<file path="src/rtl/cfg_once_reg.sv">
module cfg_once_reg #(
  parameter int          ADDR_W   = 8,
  parameter logic [ADDR_W-1:0] REG_ADDR = 'h1F,
  parameter logic [7:0]  IMPL_MASK = 8'hFD
) (
  input  logic              clk,
  input  logic              rst_n,
  input  logic [ADDR_W-1:0] bus_addr,
  input  logic              bus_wr,
  input  logic [7:0]        bus_wdata,
  input  logic              bus_rd,
  output logic [7:0]        bus_rdata,
  output logic              locked,
  output logic              pwm_edge_align,
  output logic              pwm_bot_neg,
  output logic              pwm_top_neg,
  output logic              pwm_indep,
  output logic              lvd_rst_en,
  output logic              lvd_pwr_en,
  output logic              wdog_dis
);

  logic [7:0] cfg_q;
  logic       hit;
  logic       take;

  assign hit  = (bus_addr == REG_ADDR);
  assign take = bus_wr && hit && !locked;

  always_ff @(posedge clk or negedge rst_n) begin
    if (!rst_n) begin
      cfg_q  <= '0;
      locked <= 1'b0;
    end else if (take) begin
      cfg_q  <= bus_wdata & IMPL_MASK;
      locked <= 1'b1;
    end
  end

  assign bus_rdata      = (bus_rd && hit) ? cfg_q : 8'h00;
  assign pwm_edge_align = cfg_q[7];
  assign pwm_bot_neg    = cfg_q[6];
  assign pwm_top_neg    = cfg_q[5];
  assign pwm_indep      = cfg_q[4];
  assign lvd_rst_en     = cfg_q[3];
  assign lvd_pwr_en     = cfg_q[2];
  assign wdog_dis       = cfg_q[0];


  accept_loads_chk: assert property (@(posedge clk) disable iff (!rst_n)
    (bus_wr && hit && !locked) |=> (locked && cfg_q == ($past(bus_wdata) & IMPL_MASK)));


  lock_holds_chk: assert property (@(posedge clk) disable iff (!rst_n)
    locked |=> (locked && $stable(cfg_q)));


  other_addr_chk: assert property (@(posedge clk) disable iff (!rst_n)
    (bus_wr && !hit) |=> ($stable(cfg_q) && $stable(locked)));


  unimpl_bit_chk: assert property (@(posedge clk) disable iff (!rst_n)
    !bus_rdata[1]);


  read_idle_chk: assert property (@(posedge clk) disable iff (!rst_n)
    !(bus_rd && hit) |-> (bus_rdata == 8'h00));


  read_no_lock_chk: assert property (@(posedge clk) disable iff (!rst_n)
    (!locked && !bus_wr) |=> !locked);

endmodule

</file>
<file path="config.mk">
export PLATFORM = sky130hd
export DESIGN_NAME = cfg_once_reg
export DESIGN_NICKNAME = d
export VERILOG_FILES = /design/src/rtl/cfg_once_reg.sv
export SDC_FILE = /design/constraint.sdc
export NUM_CORES = 1
export LEC_CHECK = 0
export ABC_AREA = 0
export BUFFER_PORTS_ARGS = -buffer_cell sky130_fd_sc_hd__buf_2
export CAP_MARGIN = 20
export CORE_AREA = 4 4 41 43
export CTS_CLUSTER_SIZE = 20
export DETAILED_ROUTE_END_ITERATION = 16
export DIE_AREA = 0 0 45 47
export PLACE_DENSITY = 0.65
export SLEW_MARGIN = 20
export SYNTH_ARGS = -nofsm -noshare
export SYNTH_HDL_FRONTEND = slang
export SYNTH_SLANG_ARGS = --single-unit
</file>
<file path="constraint.sdc">
create_clock -name clk -period 2.8 [get_ports clk]
set_input_delay 0.28 -clock clk [delete_from_list [all_inputs] [get_ports clk]]
set_output_delay 0.28 -clock clk [all_outputs]
set_load 0.02 [all_outputs]
</file>
==> results.md <==
- Crit path time final: 1.80 ns
- Most used cell, CP: buf_2
- CTS tree: built
- FF-to-FF setup slack: 1.36 ns
- Final Max Slew Viols: 0
- Drt first pass iters: 2
- Peak supply drop: 0.193 mV
- I/O Buffers: 33
- Mean post-synth cell area: 13.4 µm²
- Worst-Skew Late Latency: 0.25 ns
- Proportion of layout cells with a drive suffix above 1: 0.672
- Antenna violations before repair: 0
- Max-cap violation count: 0
- Hold-fix buffers, CTS: 1
- Power per cell area: 404 nW/µm²
- Antenna diodes: 0
- Worst EP arrival: 1.52 ns
- Max stage delay on crit path: 0.52 ns
- Drt wl/cell: 11.9 µm
- Setup CP Type: in2out
- Highest net fanout along the worst path: 7
- CTS Buf Count: 3
- Most frequent cells in the layout: 33 x buf_2, 8 x dfrtp_1, 7 x and2_1, 7 x mux2_2, 3 x clkbuf_4
- Static Leak: 0.370 nW
- Routed vias: 362
- Tcrit/Tclk final: 0.642
- Worst Setup End Kind: output pin
- Pin slew with the least headroom to its limit: 0.603 ns
- Final GP Congestion: 0.697
- CTS root buffer: clkbuf_4
- Final worst setup slack: 1.00 ns
- Starting Density: 0.318
- Reg clk slew, reported paths: 0.05 ns
- Routed Antenna Nets: 0
- Vias/cell: 4.41
- Full die area: 2120 µm²
- Post-CTS Setup Repair Bufs: 0
- Total Nets Final: 89
- Worst-path cell chain: buf_2 -> nand4b_1 -> nor3_1 -> and2_1 -> buf_2
- Core Util, Final: 0.479
- RSZ-0062 raised after global routing: no
- DRC violations left: 0
- First-pass GRT wire length: 1470 µm
- Post-CTS Resized: 0
- 1st-iter DRT viols: 1
- Layout area overhead: 50.5%
- Final setup viols: 0
- Fmax: 556 MHz
- Worst min-delay path class: in2reg
- Most common cell after layout, fill and taps aside: buf_2
- Yosys reg bits: 8
- Yosys cell types: 12
- Syn Nets: 51
- Relative slew slack: 0.595
- Setup Skew: 0.00320 ns
- Syn Inst Count: 31
- Die Y: 47 µm
- Largest net degree at the start of global routing: 9
- CP max-delay cell: nor3_1
- Total number of yosys warnings: 0
- GRT Total Usage: 0.0982
- Critical Path RT: 2.52 ns
- Rows: 13
- Sequential area share after synthesis: 0.483
- GR Overflow Total: 0
- Die extent in x: 45 µm
- Core Footprint: 1300 µm²
- DP Worst Slack: 0.950 ns
- Max clock buf depth: 2
- Crit path launch type: input port
- H-tree depth: 1
- Vias in the first global route: 351
- Final Hold Violating Endpoints: 0
- Outcome: finished clean
- Drt total wl: 976 µm
- CTS sink count: 8
- Cell Area, Synth: 414 µm²
- Num ports: 36
- Setup_tns: 0 ns
## through the flow
| stage | std cells | power (mW) | instance area [µm²] | hold WS [ns] |
|---|---|---|---|---|
| 6_report | 82 | 0.252 | 623 | 0.261 |
| 5_1_grt | 82 | 0.268 | 623 | 0.252 |
| 4_1_cts | 82 | 0.256 | 623 | 0.255 |
| 3_5_place_dp | 78 | 0.169 | 591 | 0.132 |
| 3_3_place_gp | 78 | 0.168 | 591 | 0.131 |
| 2_1_floorplan | 31 | 0.147 | 414 | -0.0156 |
## cell families after synthesis
logic type             synth area share
AO/OA/AOI/OAI                    0.0181
buffers and inverters            0.0272
flip-flops                        0.483
multiplexers                      0.190
other                           0.00905
AND/OR/NAND/NOR                   0.272
## synthesized netlist by cell type
cell       n  area, µm²
nor2_1     1       3.75
conb_1     1       3.75
nor4b_4    1       23.8
nor3_1     1       5.00
a21o_1     1       7.51
nand4bb_4  1       27.5
dfrtp_1    8        200
buf_4      1       7.51
and2_1     7       43.8
nand4b_1   1       8.76
mux2_2     7       78.8
inv_1      1       3.75
## report_power, final
group	leakage, nW	internal (mW)	switching (mW)
Combinational	0.247	0.0208	0.0199
Clock	0.0138	0.0488	0.0360
Sequential	0.110	0.122	0.00426
## critical path: cells and delay by family
family | cells | cell delay, ns
buffers and inverters | 2 | 0.25
and+or+nand+nor | 3 | 0.99
## final timing paths
| check | depth (start not counted) | start | end |
|---|---|---|---|
| worst max-delay path | 5 | bus_addr[5] | bus_rdata[7] |
| worst min-delay path | 2 | bus_wdata[6] | cfg_q[6]$_DFFE_PN0P_ |
| worst max register to register | 2 | locked$_DFFE_PN0P_ | cfg_q[3]$_DFFE_PN0P_ |
| worst min register to register | 1 | cfg_q[7]$_DFFE_PN0P_ | cfg_q[7]$_DFFE_PN0P_ |
| max in group asynchronous | 2 | rst_n | cfg_q[2]$_DFFE_PN0P_ |
| min in group asynchronous | 2 | rst_n | cfg_q[5]$_DFFE_PN0P_ |
## layout make-up
| class | count | area, µm² |
|---|---|---|
| multi-input combinational | 21 | 203 |
| sequential | 8 | 200 |
| tap | 15 | 18.8 |
| fill | 141 | 678 |
| inverter | 1 | 3.75 |
| timing repair buffer | 34 | 175 |
| clock buffer | 3 | 22.5 |
## state kept, by name, summed over array words and instances, names as in the netlist
signal  count
cfg_q       7
locked      1
## routing by layer
layer  GRT usage  vias up  routed length (µm)
met4      0.0702        0                   0
met1       0.103      171                 353
met2       0.172       14                 524
met5           0        -                   0
li1            -      177                   -
met3      0.0230        0                  97
Power figures use the tool's default switching activity.
